<file path="src/rtl/pin_event_pkg.sv">
package pin_event_pkg;

  localparam logic [7:0] OFS_ENABLE = 8'h20;
  localparam logic [7:0] OFS_RAW    = 8'h24;
  localparam logic [7:0] OFS_MASKED = 8'h28;
  localparam logic [7:0] OFS_MASK   = 8'h2C;
  localparam logic [7:0] OFS_CLEAR  = 8'h30;
  localparam logic [7:0] OFS_TYPE   = 8'h34;
  localparam logic [7:0] OFS_BOTH   = 8'h38;
  localparam logic [7:0] OFS_POLAR  = 8'h3C;

  typedef struct packed {
    logic is_level;
    logic active_low;
    logic any_edge;
  } line_mode_t;

  function automatic logic line_fires(input logic cur, input logic prev,
                                      input line_mode_t m);
    logic rise;
    logic fall;
    rise = cur & ~prev;
    fall = ~cur & prev;
    if (m.is_level)
      return m.active_low ? ~cur : cur;
    else if (m.any_edge)
      return rise | fall;
    else
      return m.active_low ? fall : rise;
  endfunction

  function automatic logic [31:0] next_status(input logic [31:0] raw,
                                              input logic [31:0] clr,
                                              input logic [31:0] evt,
                                              input logic [31:0] en);
    return (raw & ~clr) | (evt & en);
  endfunction

endpackage

</file>
<file path="src/rtl/pin_event_sync.sv">
module pin_event_sync #(
  parameter int NUM_LINES = 32
) (
  input  logic                 clk,
  input  logic                 rst_n,
  input  logic [NUM_LINES-1:0] pins_in,
  output logic [NUM_LINES-1:0] cur_o,
  output logic [NUM_LINES-1:0] prev_o
);
  logic [NUM_LINES-1:0] stage1_q;
  logic [NUM_LINES-1:0] stage2_q;
  logic [NUM_LINES-1:0] prev_q;

  always_ff @(posedge clk or negedge rst_n) begin
    if (!rst_n) begin
      stage1_q <= '0;
      stage2_q <= '0;
      prev_q   <= '0;
    end else begin
      stage1_q <= pins_in;
      stage2_q <= stage1_q;
      prev_q   <= stage2_q;
    end
  end

  assign cur_o  = stage2_q;
  assign prev_o = prev_q;
endmodule

</file>
<file path="src/rtl/pin_event_detect.sv">
module pin_event_detect
  import pin_event_pkg::*;
#(
  parameter int NUM_LINES = 32
) (
  input  logic [NUM_LINES-1:0] cur_i,
  input  logic [NUM_LINES-1:0] prev_i,
  input  logic [NUM_LINES-1:0] type_i,
  input  logic [NUM_LINES-1:0] polar_i,
  input  logic [NUM_LINES-1:0] both_i,
  output logic [NUM_LINES-1:0] evt_o
);
  for (genvar g = 0; g < NUM_LINES; g++) begin : g_line
    line_mode_t mode;
    assign mode.is_level   = type_i[g];
    assign mode.active_low = polar_i[g];
    assign mode.any_edge   = both_i[g];
    assign evt_o[g] = line_fires(cur_i[g], prev_i[g], mode);
  end
endmodule

</file>
<file path="src/rtl/pin_event_regs.sv">
module pin_event_regs
  import pin_event_pkg::*;
#(
  parameter int NUM_LINES = 32,
  parameter int ADDR_W    = 8
) (
  input  logic                 clk,
  input  logic                 rst_n,
  input  logic [ADDR_W-1:0]    addr_i,
  input  logic [NUM_LINES-1:0] wdata_i,
  input  logic                 we_i,
  input  logic [NUM_LINES-1:0] evt_i,
  output logic [NUM_LINES-1:0] rdata_o,
  output logic [NUM_LINES-1:0] en_o,
  output logic [NUM_LINES-1:0] type_o,
  output logic [NUM_LINES-1:0] polar_o,
  output logic [NUM_LINES-1:0] both_o,
  output logic [NUM_LINES-1:0] raw_o,
  output logic [NUM_LINES-1:0] masked_o
);
  localparam logic [ADDR_W-1:0] A_ENABLE = ADDR_W'(OFS_ENABLE);
  localparam logic [ADDR_W-1:0] A_RAW    = ADDR_W'(OFS_RAW);
  localparam logic [ADDR_W-1:0] A_MASKED = ADDR_W'(OFS_MASKED);
  localparam logic [ADDR_W-1:0] A_MASK   = ADDR_W'(OFS_MASK);
  localparam logic [ADDR_W-1:0] A_CLEAR  = ADDR_W'(OFS_CLEAR);
  localparam logic [ADDR_W-1:0] A_TYPE   = ADDR_W'(OFS_TYPE);
  localparam logic [ADDR_W-1:0] A_BOTH   = ADDR_W'(OFS_BOTH);
  localparam logic [ADDR_W-1:0] A_POLAR  = ADDR_W'(OFS_POLAR);

  logic [NUM_LINES-1:0] en_q, mask_q, type_q, polar_q, both_q, raw_q;
  logic [NUM_LINES-1:0] clr_vec;
  logic [NUM_LINES-1:0] raw_next;

  assign clr_vec  = (we_i && addr_i == A_CLEAR) ? wdata_i : '0;
  assign raw_next = NUM_LINES'(next_status(32'(raw_q), 32'(clr_vec),
                                           32'(evt_i), 32'(en_q)));

  always_ff @(posedge clk or negedge rst_n) begin
    if (!rst_n) begin
      en_q    <= '0;
      mask_q  <= '0;
      type_q  <= '0;
      polar_q <= '0;
      both_q  <= '0;
      raw_q   <= '0;
    end else begin
      raw_q <= raw_next;
      if (we_i) begin
        case (addr_i)
          A_ENABLE: en_q    <= wdata_i;
          A_MASK:   mask_q  <= wdata_i;
          A_TYPE:   type_q  <= wdata_i;
          A_BOTH:   both_q  <= wdata_i;
          A_POLAR:  polar_q <= wdata_i;
          default: ;
        endcase
      end
    end
  end

  assign masked_o = raw_q & ~mask_q;

  always_comb begin
    case (addr_i)
      A_ENABLE: rdata_o = en_q;
      A_RAW:    rdata_o = raw_q;
      A_MASKED: rdata_o = masked_o;
      A_MASK:   rdata_o = mask_q;
      A_TYPE:   rdata_o = type_q;
      A_BOTH:   rdata_o = both_q;
      A_POLAR:  rdata_o = polar_q;
      default:  rdata_o = '0;
    endcase
  end

  assign en_o    = en_q;
  assign type_o  = type_q;
  assign polar_o = polar_q;
  assign both_o  = both_q;
  assign raw_o   = raw_q;

  // a raw bit only falls after a one was written to its clear position
  assert_fall_needs_clear_R5: assert property (@(posedge clk) disable iff (!rst_n)
    1'b1 |=> (($past(raw_q) & ~raw_q & ~$past(clr_vec)) == '0));

  // a disabled line never gains a status bit
  assert_disabled_holds_R6: assert property (@(posedge clk) disable iff (!rst_n)
    1'b1 |=> ((raw_q & ~$past(raw_q) & ~$past(en_q)) == '0));

endmodule

</file>
<file path="src/rtl/pin_event_irq.sv">
module pin_event_irq #(
  parameter int NUM_LINES = 32,
  parameter int ADDR_W    = 8
) (
  input  logic                 clk,
  input  logic                 rst_n,
  input  logic [ADDR_W-1:0]    reg_addr,
  input  logic [NUM_LINES-1:0] reg_wdata,
  input  logic                 reg_we,
  output logic [NUM_LINES-1:0] reg_rdata,
  input  logic [NUM_LINES-1:0] pins_in,
  output logic                 irq_out
);
  logic [NUM_LINES-1:0] samp_cur, samp_prev;
  logic [NUM_LINES-1:0] cfg_en, cfg_type, cfg_polar, cfg_both;
  logic [NUM_LINES-1:0] line_evt, stat_raw, stat_masked;

  pin_event_sync #(.NUM_LINES(NUM_LINES)) u_sync (
    .clk    (clk),
    .rst_n  (rst_n),
    .pins_in(pins_in),
    .cur_o  (samp_cur),
    .prev_o (samp_prev)
  );

  pin_event_detect #(.NUM_LINES(NUM_LINES)) u_detect (
    .cur_i  (samp_cur),
    .prev_i (samp_prev),
    .type_i (cfg_type),
    .polar_i(cfg_polar),
    .both_i (cfg_both),
    .evt_o  (line_evt)
  );

  pin_event_regs #(.NUM_LINES(NUM_LINES), .ADDR_W(ADDR_W)) u_regs (
    .clk     (clk),
    .rst_n   (rst_n),
    .addr_i  (reg_addr),
    .wdata_i (reg_wdata),
    .we_i    (reg_we),
    .evt_i   (line_evt),
    .rdata_o (reg_rdata),
    .en_o    (cfg_en),
    .type_o  (cfg_type),
    .polar_o (cfg_polar),
    .both_o  (cfg_both),
    .raw_o   (stat_raw),
    .masked_o(stat_masked)
  );

  assign irq_out = |stat_masked;

  // an enabled, active level line is latched on the next edge
  assert_level_latch_R3: assert property (@(posedge clk) disable iff (!rst_n)
    1'b1 |=> (($past(cfg_en & cfg_type & (samp_cur ^ cfg_polar)) & ~stat_raw) == '0));

  // in both-edge mode any change of the sampled pin is latched
  assert_both_edge_R4: assert property (@(posedge clk) disable iff (!rst_n)
    1'b1 |=> (($past(cfg_en & ~cfg_type & cfg_both & (samp_cur ^ samp_prev)) & ~stat_raw) == '0));

  // the request is only raised when some raw status bit is set
  assert_irq_needs_raw_R7: assert property (@(posedge clk) disable iff (!rst_n)
    irq_out |-> (stat_raw != '0));

endmodule

</file>
<file path="config.mk">
export PLATFORM = sky130hd
export DESIGN_NAME = pin_event_irq
export DESIGN_NICKNAME = d
export VERILOG_FILES = /design/src/rtl/pin_event_pkg.sv /design/src/rtl/pin_event_sync.sv /design/src/rtl/pin_event_detect.sv /design/src/rtl/pin_event_regs.sv /design/src/rtl/pin_event_irq.sv
export SDC_FILE = /design/constraint.sdc
export NUM_CORES = 1
export LEC_CHECK = 0
export BUFFER_PORTS_ARGS = -buffer_cell sky130_fd_sc_hd__buf_2
export CORE_MARGIN = 2
export CORE_UTILIZATION = 44
export DETAILED_ROUTE_END_ITERATION = 6
export PLACE_DENSITY = 0.7
export REMOVE_ABC_BUFFERS = 1
export SETUP_SLACK_MARGIN = 0.3
export SLEW_MARGIN = 10
export SYNTH_ARGS = -nofsm -noshare
export SYNTH_HDL_FRONTEND = slang
export SYNTH_SLANG_ARGS = --single-unit
</file>
<file path="constraint.sdc">
create_clock -name clk -period 1.7 [get_ports clk]
set_input_delay 0.17 -clock clk [delete_from_list [all_inputs] [get_ports clk]]
set_output_delay 0.17 -clock clk [all_outputs]
set_load 0.03 [all_outputs]
</file>
==> impl_metrics.toml, run 1 <==
[outcome]
status = "finished with violations"
violations = "negative setup slack"

[detailed_routing]
drt-total-wl_mm = 36.3
drtIter0Drc = 512
vias = 10400
via_per_inst = 5.47
routedWlPerCell_um = 19.1
dr.pass1.iters = 5
antenna_left = 0
drc = 0

[power_and_ir_drop]
vdd_drop_max_uv = 618
p_seq_share_pct = 43.4
clkPwrFrac_pct = 39.9
combPwrFrac_pct = 16.7
powerDensity_mw_per_mm2 = 922
cellInternalPower_mw = 13.4
total_power_mw = 18.1
p_switching_mw = 4.67
switching_share_pct = 25.8
p_leak_nw = 9.20

[timing]
slew_headroom_pct = 73.2
hold_viol = 0
fin_skew_ps = 14.6
fin_crit_ps = 2120
fmax_mhz = 471
fin_crit_sh_pct = 125
layout_setup_ws_ps = -425
worst_pin_slew_ps = 402
slew_viol_final = 0
setup_viol = 33
rsz0062_at_grt = "true"

[run]
max_cap_viol_count = 0

[global_route]
grt_pass1_wl_mm = 56.3
grt_max_degree = 60
grt-ovfl-total = 0
grt_busiest_layer = "met2"
use_met1_pct = 28.4
grt_use_met2_pct = 35.0
grt_use_total_pct = 21.1
use_met3_pct = 3.65
grt_pass1_vias = 10800
antenna_found_initial = 1

[critical_path]
r2r_slack_ps = 260
critPathCaptureType = "output pin"
slowest_delay_ps = 420
regToRegStartpoint = "u_sync.prev_o[26]$_DFF_PN0_"
critPathLaunchType = "register"
path_class = "register to output pin"
cp.arrival_ps = 1950
critPathMaxFanout = 3
cp.required_ps = 1530
crit_top_cell = "nand4_1"
reg2regPathDepth = 6
cp_slowest_cell = "dfrtp_1"
r2r-end = "u_regs.raw_o[26]$_DFF_PN0_"
crit_chain = "nand2b_4 -> nand4_1 -> nor4_4 -> buf_4 -> nand4_1 -> buf_6"

[yosys]
yosysSeqAreaShare_pct = 51.2
synthArstFlopShare_pct = 100
yosysMostFrequentCell = "dfrtp_1"
synth_edf_count = 0
synthCells = 1159
yosys-top-cells-count = "dfrtp_1 (288), mux2_2 (204), inv_1 (99)"
synth.distinct_cells = 41
yosys.area.top_type = "dfrtp_1"
synth_area_per_cell_um2 = 12.1
ys_warn_count = 0
synth_area_leaders = "dfrtp_1 (51%), mux2_2 (16%), ha_1 (5.7%)"
ys_ff_latch = 288
synth-main-ff-cell = "dfrtp_1"
syn-cell-area_mm2 = 0.0141
synth_top_cell_area_share_pct = 51.2

[die]
dieArea_mm2 = 0.0334
fp.dieW_um = 183
core_mm2 = 0.0316
die_y_um = 183
start_util_pct = 44.6
ioPinCount = 108
rows = 65

[place]
gp_congestion = 0.802
place_hpwl_mm = 21.3
place_ws_ps = -123
portBuffers = 107

[worst_hold_path]
hold_class = "primary input to asynchronous set/reset pin"

[clock_tree]
clkTransAtPathRegs_ps = 60
cts_made_buffers = 34
htreeDepth = 2
tritoncts = "done"
clock_sinks = 288
clk_path_buf_depth = 3
clockRootBuffer = "clkbuf_16"
clock_latency_ps = 520

[cells_and_area]
nFillCells = 2407
layout-area-overhead-vs-synth_pct = 39.3
drive_above_1_share_pct = 49.7
fin_nets = 1613
utilization_pct = 62.1
## logic make-up (layout without fill, tap and decap cells)
kind of cell	after synthesis	in the layout	synth area share, %
flip-flops	288	288	51.2
other	0	1	0
XOR/XNOR	32	32	1.99
adder cells (fa/ha/maj)	64	64	5.69
buffers and inverters	151	486	4.45
multiplexers	245	245	19.3
AND/OR/NAND/NOR	139	139	5.28
AO/OA/AOI/OAI	240	240	12.1
## power by group through the flow
| stage | registers, mW | logic [mW] | clock network [mW] |
|---|---|---|---|
| final | 7.84 | 3.02 | 7.21 |
| after global routing | 7.90 | 3.29 | 7.65 |
| after CTS | 7.79 | 2.68 | 7.35 |
| after detailed placement | 7.87 | 1.95 | 0 |
| after global placement | 7.85 | 1.89 | 0 |
| after floorplan | 7.76 | 1.15 | 0 |
## critical path, delay by kind of cell, from the launching register on
family        cells  cell delay, ps
buf+inv           2             380
flops             1             420
simple gates      4             630
## area by class of cell
cell class	count	area (um^2)	area share, %
tap	402	503	2.57
inverter	99	372	1.90
clock inverter	11	151	0.772
clock buffer	45	952	4.86
timing repair buffer	331	2860	14.6
multi-input combinational	720	7550	38.5
sequential	288	7210	36.8
antenna	1	2.50	0.0128
## per-layer routing
metal | part of all wire, % | up-vias
met1 | 46 | 5252
met3 | 3.8 | 60
met5 | 0 | -
li1 | - | 4826
met4 | 2.1 | 0
met2 | 48 | 232
## how the worst max path moves through the flow
stage	start	to	slack [ps]
after floorplan	reg_addr[3]	u_regs.both_o[0]$_DFFE_PN0P_	-1250
after global placement	reg_addr[7]	reg_rdata[27]	-100
after detailed placement	reg_addr[7]	reg_rdata[27]	-120
after CTS	u_regs.raw_o[16]$_DFF_PN0_	irq_out	-360
after global routing	u_regs.mask_q[14]$_DFFE_PN0P_	irq_out	-510
final	u_regs.raw_o[17]$_DFF_PN0_	irq_out	-420
## what timing repair did
action,CTS,global route
buffers inserted,71,21
pin swaps,131,92
endpoints found under the hold margin,483,0
hold buffers,65,0
endpoints found under the setup margin,65,65
resized for setup,228,163
## registers in the layout, summed over array words and instances, names as in the netlist
name / count
u_regs.en_o: 32
u_sync.prev_o: 32
u_regs.raw_o: 32
u_regs.both_o: 32
u_sync.cur_o: 32
u_sync.stage1_q: 32
u_regs.polar_o: 32
u_regs.mask_q: 32
u_regs.type_o: 32
## cells in the final DEF, fill, tap and decap left out, types with 34 or more instances in the layout
cell type and instances:
buf_2 71, nand2_1 57, mux2i_1 35, ha_2 40
mux2_2 189, inv_1 93, buf_4 147, clkbuf_16 34
dfrtp_1 282, dlygate4sd3_1 65
## through the flow
stage,std cells,TNS (ps),area (um^2),hold slack [ps]
2_1_floorplan,1107,-105880,13800,-126
3_3_place_gp,1683,-4760,15700,103
3_5_place_dp,1683,-6720,15700,103
4_1_cts,1875,-5610,18700,159
5_1_grt,1897,-7300,19600,167
6_report,1897,-5120,19600,157
Note: power is estimated with default switching activity, not from simulation.
==> inputs of run 2 (changes only) <==
Settings changed: CAP_MARGIN from default to 20, REMOVE_ABC_BUFFERS 1 to default.
==> impl_metrics.toml, run 2 (synthesized netlist as in run 1, its figures left out) <==
[power_and_ir_drop]
total_power_mw = 18.5
p_leak_nw = 9.37
vdd_drop_max_uv = 783
powerDensity_mw_per_mm2 = 912

[die]
ioPinCount = 108
fp.dieW_um = 183
dieArea_mm2 = 0.0334
die_y_um = 183
core_mm2 = 0.0316
start_util_pct = 44.6
rows = 65

[yosys]
syn_nets = 1298

[timing]
fin_skew_ps = 23.5
whs_ps = 193
slew_viol_final = 0
fmax_mhz = 493
worst_pin_slew_ps = 487
finalSetupTns_ps = -5310
fin_crit_ps = 2030
hold_viol = 0
setup_viol = 33
fin_crit_sh_pct = 119
rsz0062_at_grt = "true"
slew_headroom_pct = 67.5
layout_setup_ws_ps = -328

[global_route]
antenna_found_initial = 5
grt_pass1_vias = 11100
grt_pass1_wl_mm = 58.6
grt_max_degree = 56
grt-ovfl-total = 0
grt_use_total_pct = 22.0

[critical_path]
cp.required_ps = 1530
critPathMaxFanout = 3
crit_chain = "inv_2 -> or3_1 -> a221oi_2 -> a311o_2 -> buf_6"
critPathCaptureType = "output pin"
cp_slowest_cell = "dfrtp_1"
cp.arrival_ps = 1860
critical_path.startpoint = "u_regs.raw_o[30]$_DFF_PN0_"
path_class = "register to output pin"
slowest_delay_ps = 400
critPathBufInv = 2
cp_top_family = "compound AO/OA/AOI/OAI gates"
regToRegStartpoint = "u_sync.cur_o[20]$_DFF_PN0_"
critPathLaunchType = "register"

[cells_and_area]
nFillCells = 2290
final_cell_mix = "dfrtp_1 (280), mux2_2 (184), buf_4 (141)"
fin_nets = 1628
final_common_cell = "dfrtp_1"
regArea_mm2 = 0.00722
drive_above_1_share_pct = 53.3
layout-area-overhead-vs-synth_pct = 44.0
multi_input_area_mm2 = 0.00800
fin_cells = 1920

[place]
portBuffers = 107
dp.cells = 1693
gp_congestion = 0.792
place_hpwl_mm = 22.5
place_ws_ps = -167

[worst_hold_path]
hold_class = "primary input to asynchronous set/reset pin"

[detailed_routing]
via_per_inst = 5.46
antenna_left = 0
vias = 10500
drtIter0Drc = 463
dr.pass1.iters = 4
routedWlPerCell_um = 19.5
drt-total-wl_mm = 37.3
drc = 0

[clock_tree]
clock_latency_ps = 520
clock_sinks = 288
clockRootBuffer = "clkbuf_16"
cts_made_buffers = 34
tritoncts = "done"
clk_path_buf_depth = 3
htreeDepth = 2
clkTransAtPathRegs_ps = 60

[outcome]
violations = "negative setup slack"
status = "finished with violations"

[run]
max_cap_viol_count = 0
## run 2: cell type report
type | count | area share, %
diodes | 5 | 0.0617
clock buffers | 44 | 4.74
clock inverters | 16 | 0.895
inverters | 99 | 1.83
multi-input cells | 720 | 39.5
flip-flops and latches | 288 | 35.6
well taps | 402 | 2.48
repair buffers | 346 | 14.9
## run 2: path summary, 6_finish.rpt
kind | slack [ps] | end | cells after the start
worst max-delay path | -330 | reg_rdata[30] | 5
max in group asynchronous | 810 | u_regs.mask_q[4]$_DFFE_PN0P_ | 3
min in group clk | 290 | u_sync.stage1_q[25]$_DFF_PN0_ | 2
worst max register to register | 240 | u_regs.raw_o[20]$_DFF_PN0_ | 6
worst min register to register | 330 | u_sync.cur_o[2]$_DFF_PN0_ | 0
worst min-delay path | 190 | u_regs.type_o[24]$_DFFE_PN0P_ | 2
## run 2: worst register-to-register path, cell delays in order (launching register included)
cell and delay (ps):
dfrtp_1 390, inv_1 70, ha_2 170, mux2_4 270
o21ai_2 130, nand2_1 110, a22o_1 210
## run 2: power breakdown
| part | switching (mW) | internal, mW | total, mW | leakage (nW) |
|---|---|---|---|---|
| sequential | 0.503 | 7.36 | 7.86 | 3.69 |
| combinational | 1.50 | 1.77 | 3.27 | 5.10 |
| clock | 2.90 | 4.46 | 7.36 | 0.572 |
| total | 4.90 | 13.6 | 18.5 | 9.37 |
## run 2: metal layers
metal	global-route usage [%]	part of all wire, %	up-vias
li1	-	-	4866
met1	28.0	43	5313
met2	38.2	50	206
met3	3.97	4.3	89
met4	6.98	3.2	0
met5	0	0	-
## run 2: through the flow
stage | area (um^2) | utilization, %
floorplan | 14800 | -
global placement | 16300 | 51.7
detailed placement | 16300 | 51.7
CTS | 19500 | 61.8
global route | 20300 | 64.2
finish | 20300 | 64.2
## run 2: timing repair
item | CTS | global route
pin swaps | 147 | 85
resized for setup | 244 | 141
setup buffers | 76 | 21
endpoints found under the hold margin | 248 | 0
hold buffers | 65 | 0
setup endpoints to repair | 65 | 65
